===== src/rtl/pix_demux_pkg.sv =====
package pix_demux_pkg;
    typedef enum logic [1:0] {
        ST_SINGLE = 2'd0,
        ST_FIRST  = 2'd1,
        ST_SECOND = 2'd2
    } demux_state_t;

    typedef struct packed {
        logic dual;
        logic simul;
        logic phase_b;
    } demux_mode_t;

    localparam demux_mode_t MODE_RESET = '{dual: 1'b1, simul: 1'b1, phase_b: 1'b0};
endpackage


===== src/rtl/pix_demux_ctrl.sv =====
module pix_demux_ctrl
    import pix_demux_pkg::*;
(
    input  logic        clk,
    input  logic        rst_n,
    input  logic        hsync,
    input  logic        pix_valid,
    input  demux_mode_t cfg_mode,
    output logic        sync_edge,
    output logic        accept,
    output logic        second,
    output demux_mode_t act_mode
);
    logic         hsync_q;
    demux_state_t state, state_nxt;

    assign sync_edge = hsync & ~hsync_q;
    assign accept    = pix_valid & ~hsync;
    assign second    = (state == ST_SECOND);

    always_ff @(posedge clk or negedge rst_n) begin
        if (!rst_n) begin
            hsync_q  <= 1'b0;
            act_mode <= MODE_RESET;
            state    <= ST_FIRST;
        end else begin
            hsync_q <= hsync;
            state   <= state_nxt;
            if (sync_edge) begin
                act_mode <= cfg_mode;
            end
        end
    end

    always_comb begin
        state_nxt = state;
        if (sync_edge) begin
            state_nxt = cfg_mode.dual ? ST_FIRST : ST_SINGLE;
        end else if (accept) begin
            unique case (state)
                ST_SINGLE: state_nxt = ST_SINGLE;
                ST_FIRST:  state_nxt = ST_SECOND;
                ST_SECOND: state_nxt = ST_FIRST;
                default:   state_nxt = ST_FIRST;
            endcase
        end
    end
endmodule


===== src/rtl/pix_demux_route.sv =====
module pix_demux_route
    import pix_demux_pkg::*;
#(
    parameter int PIX_W = 10
) (
    input  logic             clk,
    input  logic             rst_n,
    input  logic             sync_edge,
    input  logic             accept,
    input  logic             second,
    input  demux_mode_t      act_mode,
    input  logic [PIX_W-1:0] pix_in,
    output logic [PIX_W-1:0] port_a,
    output logic [PIX_W-1:0] port_b,
    output logic             data_valid,
    output logic             dclk_en
);
    logic [PIX_W-1:0] stage_q;
    logic             to_a;

    // pixel of the current parity goes to A when parity matches the phase bit
    assign to_a = (second == act_mode.phase_b);

    always_ff @(posedge clk or negedge rst_n) begin
        if (!rst_n) begin
            port_a     <= '0;
            port_b     <= '0;
            stage_q    <= '0;
            data_valid <= 1'b0;
            dclk_en    <= 1'b0;
        end else begin
            dclk_en <= 1'b0;
            if (sync_edge) begin
                data_valid <= 1'b0;
            end
            if (accept) begin
                if (!act_mode.dual) begin
                    port_a     <= pix_in;
                    dclk_en    <= 1'b1;
                    data_valid <= 1'b1;
                end else if (!act_mode.simul) begin
                    if (to_a) port_a <= pix_in;
                    else      port_b <= pix_in;
                    dclk_en    <= 1'b1;
                    data_valid <= 1'b1;
                end else if (!second) begin
                    stage_q <= pix_in;
                end else begin
                    if (act_mode.phase_b) begin
                        port_a <= pix_in;
                        port_b <= stage_q;
                    end else begin
                        port_a <= stage_q;
                        port_b <= pix_in;
                    end
                    dclk_en    <= 1'b1;
                    data_valid <= 1'b1;
                end
            end
        end
    end
endmodule


===== src/rtl/pix_demux.sv =====
module pix_demux
    import pix_demux_pkg::*;
#(
    parameter int PIX_W = 10
) (
    input  logic             clk,
    input  logic             rst_n,
    input  logic             hsync,
    input  logic             pix_valid,
    input  logic [PIX_W-1:0] pix_in,
    input  logic             cfg_dual,
    input  logic             cfg_simul,
    input  logic             cfg_phase_b,
    output logic [PIX_W-1:0] port_a,
    output logic [PIX_W-1:0] port_b,
    output logic             oe_b,
    output logic             data_valid,
    output logic             dclk_en
);
    demux_mode_t cfg_mode, act_mode;
    logic        sync_edge, accept, second;

    assign cfg_mode = '{dual: cfg_dual, simul: cfg_simul, phase_b: cfg_phase_b};
    assign oe_b     = act_mode.dual;

    pix_demux_ctrl u_ctrl (
        .clk       (clk),
        .rst_n     (rst_n),
        .hsync     (hsync),
        .pix_valid (pix_valid),
        .cfg_mode  (cfg_mode),
        .sync_edge (sync_edge),
        .accept    (accept),
        .second    (second),
        .act_mode  (act_mode)
    );

    pix_demux_route #(.PIX_W(PIX_W)) u_route (
        .clk        (clk),
        .rst_n      (rst_n),
        .sync_edge  (sync_edge),
        .accept     (accept),
        .second     (second),
        .act_mode   (act_mode),
        .pix_in     (pix_in),
        .port_a     (port_a),
        .port_b     (port_b),
        .data_valid (data_valid),
        .dclk_en    (dclk_en)
    );
endmodule


===== config.mk =====
export PLATFORM = sky130hd
export DESIGN_NAME = pix_demux
export DESIGN_NICKNAME = d
export VERILOG_FILES = /design/src/rtl/pix_demux_pkg.sv /design/src/rtl/pix_demux_ctrl.sv /design/src/rtl/pix_demux_route.sv /design/src/rtl/pix_demux.sv
export SDC_FILE = /design/constraint.sdc
export NUM_CORES = 1
export LEC_CHECK = 0
export BUFFER_PORTS_ARGS = -buffer_cell sky130_fd_sc_hd__buf_2
export CORE_MARGIN = 10
export CORE_UTILIZATION = 45
export CTS_CLUSTER_DIAMETER = 40
export DETAILED_ROUTE_END_ITERATION = 8
export PLACE_DENSITY = 0.77
export SLEW_MARGIN = 20
export SYNTH_ARGS = -nofsm -noshare
export SYNTH_HDL_FRONTEND = slang
export SYNTH_SLANG_ARGS = --single-unit

===== constraint.sdc =====
create_clock -name clk -period 2.4 [get_ports clk]
set_input_delay 0.36 -clock clk [delete_from_list [all_inputs] [get_ports clk]]
set_output_delay 0.36 -clock clk [all_outputs]
set_load 0.02 [all_outputs]

==> results of run 1 <==
[layout make-up]
type                       instances  share of cell area
clock buffer                       7              0.0411
clock inverter                     1             0.00238
inverter                           1             0.00179
multi-input combinational         76               0.372
sequential                        38               0.454
tap                               48              0.0286
timing repair buffer              41               0.100
[sequential cells by signal, indices dropped and copies added (netlist names)]
name	count
u_ctrl.act_mode	3
u_route.port_b	10
u_route.stage_q	10
u_route.port_a	10
u_ctrl.hsync_q	1
u_ctrl.state	2
u_route.dclk_en	1
u_route.data_valid	1
[power groups by stage]
stage	clock, mW	sequential (mW)	combinational, mW
floorplan	0	1.20	0.325
global placement	0	1.01	0.756
detailed placement	0	1.03	0.775
CTS	0.465	1.02	0.777
global route	0.495	1.05	0.821
finish	0.451	1.02	0.758
[cell families after synthesis]
group	Yosys count	share of synthesized area
AOI/OAI and AO/OA	6	0.0273
and+or+nand+nor	13	0.0503
buffers and inverters	3	0.00934
muxes	55	0.355
xor gates and xnor gates	2	0.0101
DFF	38	0.548
[layer usage]
metal	vias up	track usage	part of all wire
li1	518	-	-
met1	555	0.132	0.42
met2	22	0.182	0.52
met3	5	0.0475	0.054
met4	0	0.0493	0.0089
met5	-	0	0
[cell usage in the layout (no fill, tap or decap), types with 2 or more instances in the layout]
cell type and n:
nor3b_2 2, clkbuf_8 6, mux2_2 53, dfrtp_1 35, nand2b_1 2, nor2b_1 2, buf_2 39, buf_4 2
nand2_1 2, dfstp_2 3
[worst max-delay path: cells and delay by family (launching register included)]
| family | cells | cell delay (ns) |
|---|---|---|
| and+or+nand+nor | 2 | 0.43 |
| muxes | 2 | 0.68 |
| DFF | 1 | 0.59 |
[worst min path at each step]
stage / to / cells past startpoint
after CTS: u_route.port_b[7] / 1
final: u_route.stage_q[3] / 1
after global placement: u_ctrl.state[1] / 1
after floorplan: u_ctrl.act_mode[0] / 0
after global routing: u_ctrl.state[1] / 1
after detailed placement: u_route.port_b[9] / 1
==> key figures, run 1 <==
Drt
  • WL final: 3590 um
  • Drt via density: roughly 5.2
  • Number of DRC markers in iteration 0: 101
  • Routed Antenna Nets: 0
  • Via count: 1,100
  • WL/cell: roughly 17 um
  • DRT Pass-1 Iters: 4
  • # DRC: 0

Final layout
  • Final antenna diode count: 0
  • Area growth syn-to-layout: 20.6%
  • Layout cells sized above 1: 0.671
  • Sequential cell area: ~950 sq um
  • Multi-input gate area: roughly 800 sq um
  • Nets: 180
  • Final core occ: 0.570
  • Fill cell count: 319
  • Final cell count without fillers: 212
  • Fin area: 2100 sq um

Synth
  • Syn Nets: between 100 and 150
  • Top cell type's share of synthesized area: 0.503
  • Cell variety after synth: 25
  • Post-synth ARST share: 1.00
  • Syn Std Cell Area: approximately 1700 sq um
  • Top-count cell post-synth: mux2_2
  • Top cells by count, synth: mux2_2 (53), dfrtp_1 (35), dfstp_2 (3)
  • Yosys warnings: 0
  • Top post-synthesis cells by area: dfrtp_1 (50%), mux2_2 (34%), dfstp_2 (4.5%), a21oi_4 (0.93%), nor3b_1 (0.86%)
  • Cell count after synthesis: ~120
  • Avg Inst Size Synth: between 10 and 15 sq um
  • Synth Flop Type: dfrtp_1
  • Number of synthesized flops with an enable pin: 0
  • Area leader, netlist: dfrtp_1
  • Sequential area share after synthesis: 0.548
  • Yosys reg bits: 38

CTS
  • Cts repair resizes: 0
  • Clock slew seen by the registers of the worst setup and hold paths: about 0.070 ns
  • H-tree depth: 2
  • CTS tree: yes
  • Clk Tree Root Cell: clkbuf_8
  • # Post-CTS Setup Buffers: 0
  • Maximum clock path buffer count: 2
  • TritonCTS buffer count: 5
  • Clk_lat worst skew: 0.29 ns
  • Clock sink count: 38
  • Hold bufs inserted after CTS: 0

GRT
  • Largest net degree at the start of global routing: 39
  • Vias in the first global route: approximately 1,200
  • Initial antenna violation count: 0
  • First-pass GRT wire length: 5930 um
  • GRT Overall Usage: 0.114
  • GRT overflow: 0

Place
  • Post-DP Area: about 2000 sq um
  • Gpl congestion: 0.731
  • Pre-CTS setup slack: between 0.5 and 0.6 ns
  • Cells after DPL: 204
  • DP Wirelength: 2630 um
  • IO Port Bufs: 39

Power
  • Pint: about 1.5 mW
  • P_sw: ~0.76 mW
  • Max VDD drop: between 0.0005 and 0.0006 V
  • Clk pwr share: 0.202
  • Comb pwr share: 0.341
  • Sequential share of power: 0.457
  • Cell area power density: approximately 1100 nW/um^2
  • P_leak: ~0.94 nW
  • Total design power: 2.23 mW
  • Switching share of power: 0.340

Timing
  • Final worst-path setup slack: roughly 0.58 ns
  • Tightest Pin Transition: slightly above 0.8 ns
  • Hold slack: between 0.15 and 0.2 ns
  • Fin. max-slew vios: 0
  • Worst slew margin: 0.455
  • Worst clock skew: ~0.003 ns
  • Min Tclk post-route: 1.82 ns
  • RSZ-0062 raised after global routing: false
  • Highest clock rate: between 0.5 and 0.6 GHz
  • Final Cycle Share: 0.757
  • Final setup violation count: 0
  • Final hold vios: 0
  • Setup TNS: 0 ns

Min path
  • Hold Crit Class: input port to asynchronous set/reset pin

Setup path
  • Crit end category: flop
  • Setup CP Type: flop to flop
  • R2r startpoint: u_ctrl.act_mode[1]
  • Crit Reg-Reg Endpoint: u_route.port_a[2]
  • Crit start category: flop
  • Worst path slowest cell: dfstp_2
  • Crit path cell chain: nand2_1 > nor2_4 > mux2_2 > mux2_1
  • Crit path largest cell delay: between 0.5 and 0.6 ns
  • Crit path from: u_ctrl.act_mode[1]
  • WP data required: about 2.6 ns
  • Setup crit end: u_route.port_a[2]
  • Crit path DAT: just under 2 ns
  • Worst R2R Setup Slack: 0.58 ns
  • FF-to-FF path depth: 4
  • Critical path peak fanout: 10

Floorplan
  • Chip height: 82.2 um
  • Num rows: 22
  • Initial Utilization: 0.472
  • CORE AREA: 3690 sq um
  • IO Count: 40
  • Die Area: approximately 6800 sq um
  • Die W: approximately 82 um

Job
  • Max Cap Viol: 0

Run status
  • Run status: finished clean
Note: power is estimated with default switching activity, not from simulation.
==> run 2, diff against run 1 <==
==> constraint.sdc (replaced) <==
create_clock -name clk -period 1.75 [get_ports clk]
set_input_delay 0.2625 -clock clk [delete_from_list [all_inputs] [get_ports clk]]
set_output_delay 0.2625 -clock clk [all_outputs]
set_load 0.02 [all_outputs]
==> run 2 against run 1 <==
Effect of this change: count of clock-buffer cells in the layout grew 1; die area unchanged; fmax grew 7.3%; sequential share of layout area is 1.9 points lower; utilization up 2.5 points; non-clock buffer count grew 7; worst setup slack worse by 0.53 ns.
==> key figures, run 2 (same netlist as run 1, synthesis figures left out) <==
GRT
  • GRT overflow: 0
  • Initial antenna violation count: 0
  • First-pass GRT wire length: 5870 um
  • Largest net degree at the start of global routing: 39
  • Vias in the first global route: 1,244
  • GRT Overall Usage: 0.111

Final layout
  • Layout cells sized above 1: 0.678
  • Area growth syn-to-layout: 26.0%
  • Biggest regs: u_route.port_a (10), u_route.port_b (10), u_route.stage_q (10)
  • Final antenna diode count: 0
  • Nets: between 150 and 200
  • Most frequent cells in the layout: mux2_2 (53), buf_2 (39), dfrtp_1 (35)
  • Commonest non-fill, non-tap cell in the layout: mux2_2

Setup path
  • Crit path DAT: ~1.9 ns
  • Critical path peak fanout: 10
  • WP data required: 1.91 ns
  • Setup CP Type: flop to flop
  • Crit end category: flop
  • Crit start category: flop

Timing
  • Worst slew margin: 0.788
  • Final setup violation count: 0
  • Worst clock skew: 0.00742 ns
  • Highest clock rate: 0.591 GHz
  • Min Tclk post-route: around 1.7 ns
  • Fin. max-slew vios: 0
  • Final Cycle Share: 0.967
  • Tightest Pin Transition: 0.317 ns
  • RSZ-0062 raised after global routing: true
  • Setup TNS: 0 ns
  • Final hold vios: 0

CTS
  • H-tree depth: 2
  • TritonCTS buffer count: 5
  • Clk_lat worst skew: between 0.2 and 0.3 ns
  • Clk Tree Root Cell: clkbuf_8
  • Clock slew seen by the registers of the worst setup and hold paths: ~0.070 ns
  • Clock sink count: 38
  • CTS tree: yes
  • Maximum clock path buffer count: 2

Floorplan
  • Chip height: about 82 um
  • Die Area: about 6800 sq um
  • Die W: 82.2 um
  • CORE AREA: between 3000 and 4000 sq um
  • Initial Utilization: 0.472
  • IO Count: 40
  • Num rows: 22

Drt
  • DRT Pass-1 Iters: 4
  • WL/cell: between 15 and 20 um
  • # DRC: 0
  • Drt via density: between 5 and 6
  • WL final: around 3700 um
  • Routed Antenna Nets: 0
  • Via count: 1,120
  • Number of DRC markers in iteration 0: 39

Power
  • P_leak: ~1 nW
  • Total design power: 3.09 mW
  • Cell area power density: 1410 nW/um^2
  • Max VDD drop: a little under 0.0008 V

Place
  • Gpl congestion: 0.756
  • DP Wirelength: 2760 um
  • IO Port Bufs: 39

Run status
  • Run status: finished clean

Job
  • Max Cap Viol: 0

Min path
  • Hold Crit Class: input port to flop
-- run 2: path summary, 6_finish.rpt --
| check | startpoint | to | slack, ns | cells past startpoint |
|---|---|---|---|---|
| min in group asynchronous | rst_n | u_ctrl.state[1] | 0.47 | 3 |
| min | hsync | u_ctrl.hsync_q | 0.17 | 1 |
| max in group asynchronous | rst_n | u_ctrl.act_mode[2] | 1.03 | 3 |
| max reg2reg | u_ctrl.act_mode[1] | u_route.port_a[2] | 0.06 | 5 |
| min reg2reg | u_route.port_a[2] | u_route.port_a[2] | 0.50 | 1 |
| max | u_ctrl.act_mode[1] | u_route.port_a[2] | 0.06 | 5 |
-- run 2: layout make-up --
cell class / count / area [sq um]
fillers: 304 / 1490
clock buffers: 8 / 90.1
multi-input cells: 76 / 783
well taps: 48 / 60.1
flip-flops and latches: 38 / 955
inverters: 1 / 3.75
repair buffers: 48 / 303
-- run 2: critical path: stages (launching register included) --
cell and delay, ns:
dfstp_2 0.59, nand2_2 0.10, nor2_4 0.13, buf_12 0.14, mux2_2 0.33, mux2_1 0.29
-- run 2: repair_timing --
item                                    in CTS  in global routing
endpoints found under the setup margin      10                 10
hold buffers                                 1                  0
gates resized for setup                      0                  1
buffers inserted                             1                  1
pin swaps                                    1                  1
hold endpoints to repair                    35                  0
-- run 2: metal layers --
layer,global-route usage,share of wire,vias to the layer above
met5,0,0,-
met4,0.0408,0.014,0
met3,0.0389,0.054,7
met2,0.195,0.53,22
met1,0.120,0.40,566
li1,-,-,525
-- run 2: per-stage QoR --
| step | area (sq um) | instances | setup WS, ns | hold WS (ns) | utilization |
|---|---|---|---|---|---|
| 2_1_floorplan | 1740 | 117 | 0.0344 | -0.0331 | - |
| 3_3_place_gp | 2050 | 208 | 0.0207 | 0.237 | 0.556 |
| 3_5_place_dp | 2050 | 208 | -0.0101 | 0.245 | 0.556 |
| 4_1_cts | 2170 | 218 | 0.0119 | 0.157 | 0.589 |
| 5_1_grt | 2190 | 219 | -0.00819 | 0.157 | 0.595 |
| 6_report | 2190 | 219 | 0.0576 | 0.166 | 0.595 |
-- run 2: where the power goes --
| group | switching (mW) | internal [mW] | leakage [nW] |
|---|---|---|---|
| Clock | 0.281 | 0.321 | 0.0455 |
| Combinational | 0.565 | 0.527 | 0.487 |
| Sequential | 0.189 | 1.20 | 0.455 |
| Total | 1.04 | 2.05 | 0.987 |
==> run 3, diff against run 2 <==
--- a/config.mk
+++ b/config.mk
@@ -5,12 +5,12 @@
 export SDC_FILE = /design/constraint.sdc
 export NUM_CORES = 1
 export LEC_CHECK = 0
-export BUFFER_PORTS_ARGS = -buffer_cell sky130_fd_sc_hd__buf_2
+export BUFFER_PORTS_ARGS = -buffer_cell sky130_fd_sc_hd__buf_4
 export CORE_MARGIN = 10
 export CORE_UTILIZATION = 45
 export CTS_CLUSTER_DIAMETER = 40
 export DETAILED_ROUTE_END_ITERATION = 8
-export PLACE_DENSITY = 0.77
+export PLACE_DENSITY = 0.8
 export SLEW_MARGIN = 20
 export SYNTH_ARGS = -nofsm -noshare
 export SYNTH_HDL_FRONTEND = slang
==> constraint.sdc (replaced) <==
create_clock -name clk -period 1.35 [get_ports clk]
set_input_delay 0.2025 -clock clk [delete_from_list [all_inputs] [get_ports clk]]
set_output_delay 0.2025 -clock clk [all_outputs]
set_load 0.02 [all_outputs]
==> run 3 against run 2 <==
Effect of this change: the run now ends with negative setup slack left; clock skew fell by 0.0035 ns; clock power rose by 32%; hold slack got worse by 0.014 ns; register-to-register slack got worse by 0.37 ns; via count rose by 3.2%; sequential cell count did not move; fmax rose by 2.0%; non-clock buffer count rose by 7; critical path type unchanged; largest cell class unchanged; largest power group unchanged.
==> key figures, run 3 (same netlist as run 1, synthesis figures left out) <==
CTS
  • Clk_lat worst skew: between 0.2 and 0.3 ns
  • CTS tree: yes
  • Clock slew seen by the registers of the worst setup and hold paths: ~0.070 ns
  • Clk Tree Root Cell: clkbuf_8
  • TritonCTS buffer count: 5
  • H-tree depth: 2
  • Maximum clock path buffer count: 2
  • Clock sink count: 38

Final layout
  • Sequential cell area: between 900 and 1000 sq um
  • Fill cell count: approximately 280
  • Final antenna diode count: 0
  • Biggest regs: u_route.port_a (10), u_route.port_b (10), u_route.stage_q (10)
  • Multi-input gate area: 882 sq um
  • Most frequent cells in the layout: buf_4 (49), mux2_2 (35), dfrtp_1 (34)
  • Fin area: between 2000 and 2500 sq um
  • Area growth syn-to-layout: 40.7%
  • Commonest non-fill, non-tap cell in the layout: buf_4
  • Layout cells sized above 1: 0.725
  • Nets: about 190
  • Final cell count without fillers: between 200 and 250

Timing
  • Worst clock skew: ~0.0039 ns
  • Final setup violation count: 30
  • Final hold vios: 0
  • Final worst-path setup slack: -0.309 ns
  • Final Cycle Share: 1.23
  • Tightest Pin Transition: around 0.47 ns
  • RSZ-0062 raised after global routing: true
  • Highest clock rate: about 0.6 GHz
  • Worst slew margin: 0.687
  • Setup TNS: -7.98 ns
  • Min Tclk post-route: ~1.7 ns
  • Fin. max-slew vios: 0

Drt
  • Drt via density: roughly 5.1
  • WL/cell: 18.0 um
  • Metal3 WL: 285 um
  • DR top layer: met4
  • # DRC: 0
  • DRT Pass-1 Iters: 4
  • Detail Route met2 WL: 1990 um
  • Via count: about 1,200
  • Met1 WL: around 1600 um
  • WL final: 4060 um
  • Number of DRC markers in iteration 0: 56
  • Routed Antenna Nets: 0

Run status
  • Run status: complete, but fails checks
  • Failing checks: negative setup slack

GRT
  • First-pass GRT wire length: between 6000 and 7000 um
  • Largest net degree at the start of global routing: 39
  • GRT Overall Usage: 0.128
  • GRT overflow: 0
  • Initial antenna violation count: 0
  • Vias in the first global route: 1,264

Setup path
  • CP dominant cell by count: mux2_4
  • Crit path DAT: 1.83 ns
  • Worst path slowest cell: dfstp_2
  • Crit path cell chain: nand2_4 > nor2_4 > clkbuf_16 > mux2_4 > mux2_4
  • Crit path largest cell delay: 0.58 ns
  • Critical path peak fanout: 5
  • Crit path max-delay family: flip-flops
  • Crit start category: flop
  • WP data required: 1.52 ns
  • WP buf/inv: 1
  • Setup CP Type: flop to flop
  • Crit end category: flop

Place
  • Gpl congestion: between 0.7 and 0.8
  • Pre-CTS setup slack: -0.288 ns
  • IO Port Bufs: 39
  • Cells after DPL: about 220
  • Post-DP Area: approximately 2300 sq um
  • DP Wirelength: approximately 2900 um

Power
  • Total design power: 4.40 mW
  • Pint: 2.98 mW
  • Comb pwr share: 0.403
  • Cell area power density: approximately 1800 nW/um^2
  • Switching share of power: 0.323
  • Max VDD drop: ~0.00077 V
  • P_leak: 1.13 nW
  • Clk pwr share: 0.180
  • Sequential share of power: 0.417
  • P_sw: ~1.4 mW

Min path
  • Hold Crit Class: input port to flop

Floorplan
  • CORE AREA: between 3000 and 4000 sq um
  • Die W: roughly 82 um
  • Chip height: approximately 82 um
  • Initial Utilization: 0.472
  • Die Area: 6760 sq um
  • Num rows: 22
  • IO Count: 40

Job
  • Max Cap Viol: 0
-- run 3: through the flow --
| step | hold WS (ns) | utilization |
|---|---|---|
| floorplan | -0.0931 | - |
| global placement | 0.187 | 0.611 |
| detailed placement | 0.204 | 0.611 |
| CTS | 0.141 | 0.651 |
| global route | 0.148 | 0.664 |
| finish | 0.152 | 0.664 |
-- run 3: cell type report --
type,count,share of cell area
multi-input combinational,76,0.360
tap,48,0.0245
clock buffer,7,0.0352
inverter,1,0.00153
clock inverter,1,0.00204
sequential,38,0.390
timing repair buffer,55,0.186
-- run 3: worst paths after layout --
path	startpoint	end	slack [ns]	cells past startpoint
max	u_ctrl.act_mode[1]	u_route.port_a[3]	-0.31	5
min	cfg_phase_b	u_ctrl.act_mode[0]	0.15	2
max reg2reg	u_ctrl.act_mode[1]	u_route.port_a[3]	-0.31	5
min reg2reg	u_route.port_b[1]	u_route.port_b[1]	0.51	1
max in group asynchronous	rst_n	u_ctrl.state[0]	0.59	2
min in group asynchronous	rst_n	u_route.stage_q[0]	0.42	2
-- run 3: repair_timing --
action                     CTS  global route
hold buffers                 1             0
buffers inserted             1             0
setup endpoints to repair   30            31
pin swaps                    2             2
cloned                       0             1
hold endpoints to repair    35             0
gates resized for setup      9             6
-- run 3: metal layers --
| metal | global-route usage | vias to the layer above |
|---|---|---|
| met1 | 0.135 | 576 |
| met4 | 0.0850 | 0 |
| met3 | 0.0454 | 10 |
| li1 | - | 539 |
| met5 | 0 | - |
| met2 | 0.212 | 31 |
-- run 3: worst reg2reg max path: cells and delay by family, from the launching register on --
| kind | cells | cell delay, ns |
|---|---|---|
| buf+inv | 1 | 0.18 |
| flops | 1 | 0.58 |
| simple gates | 2 | 0.22 |
| mux | 2 | 0.56 |
-- run 3: power groups by stage --
stage	combinational, mW	sequential (mW)	clock, mW
2_1_floorplan	0.675	2.13	0
3_3_place_gp	1.67	1.82	0
3_5_place_dp	1.70	1.85	0
4_1_cts	1.76	1.84	0.821
5_1_grt	1.91	1.91	0.869
6_report	1.77	1.84	0.793
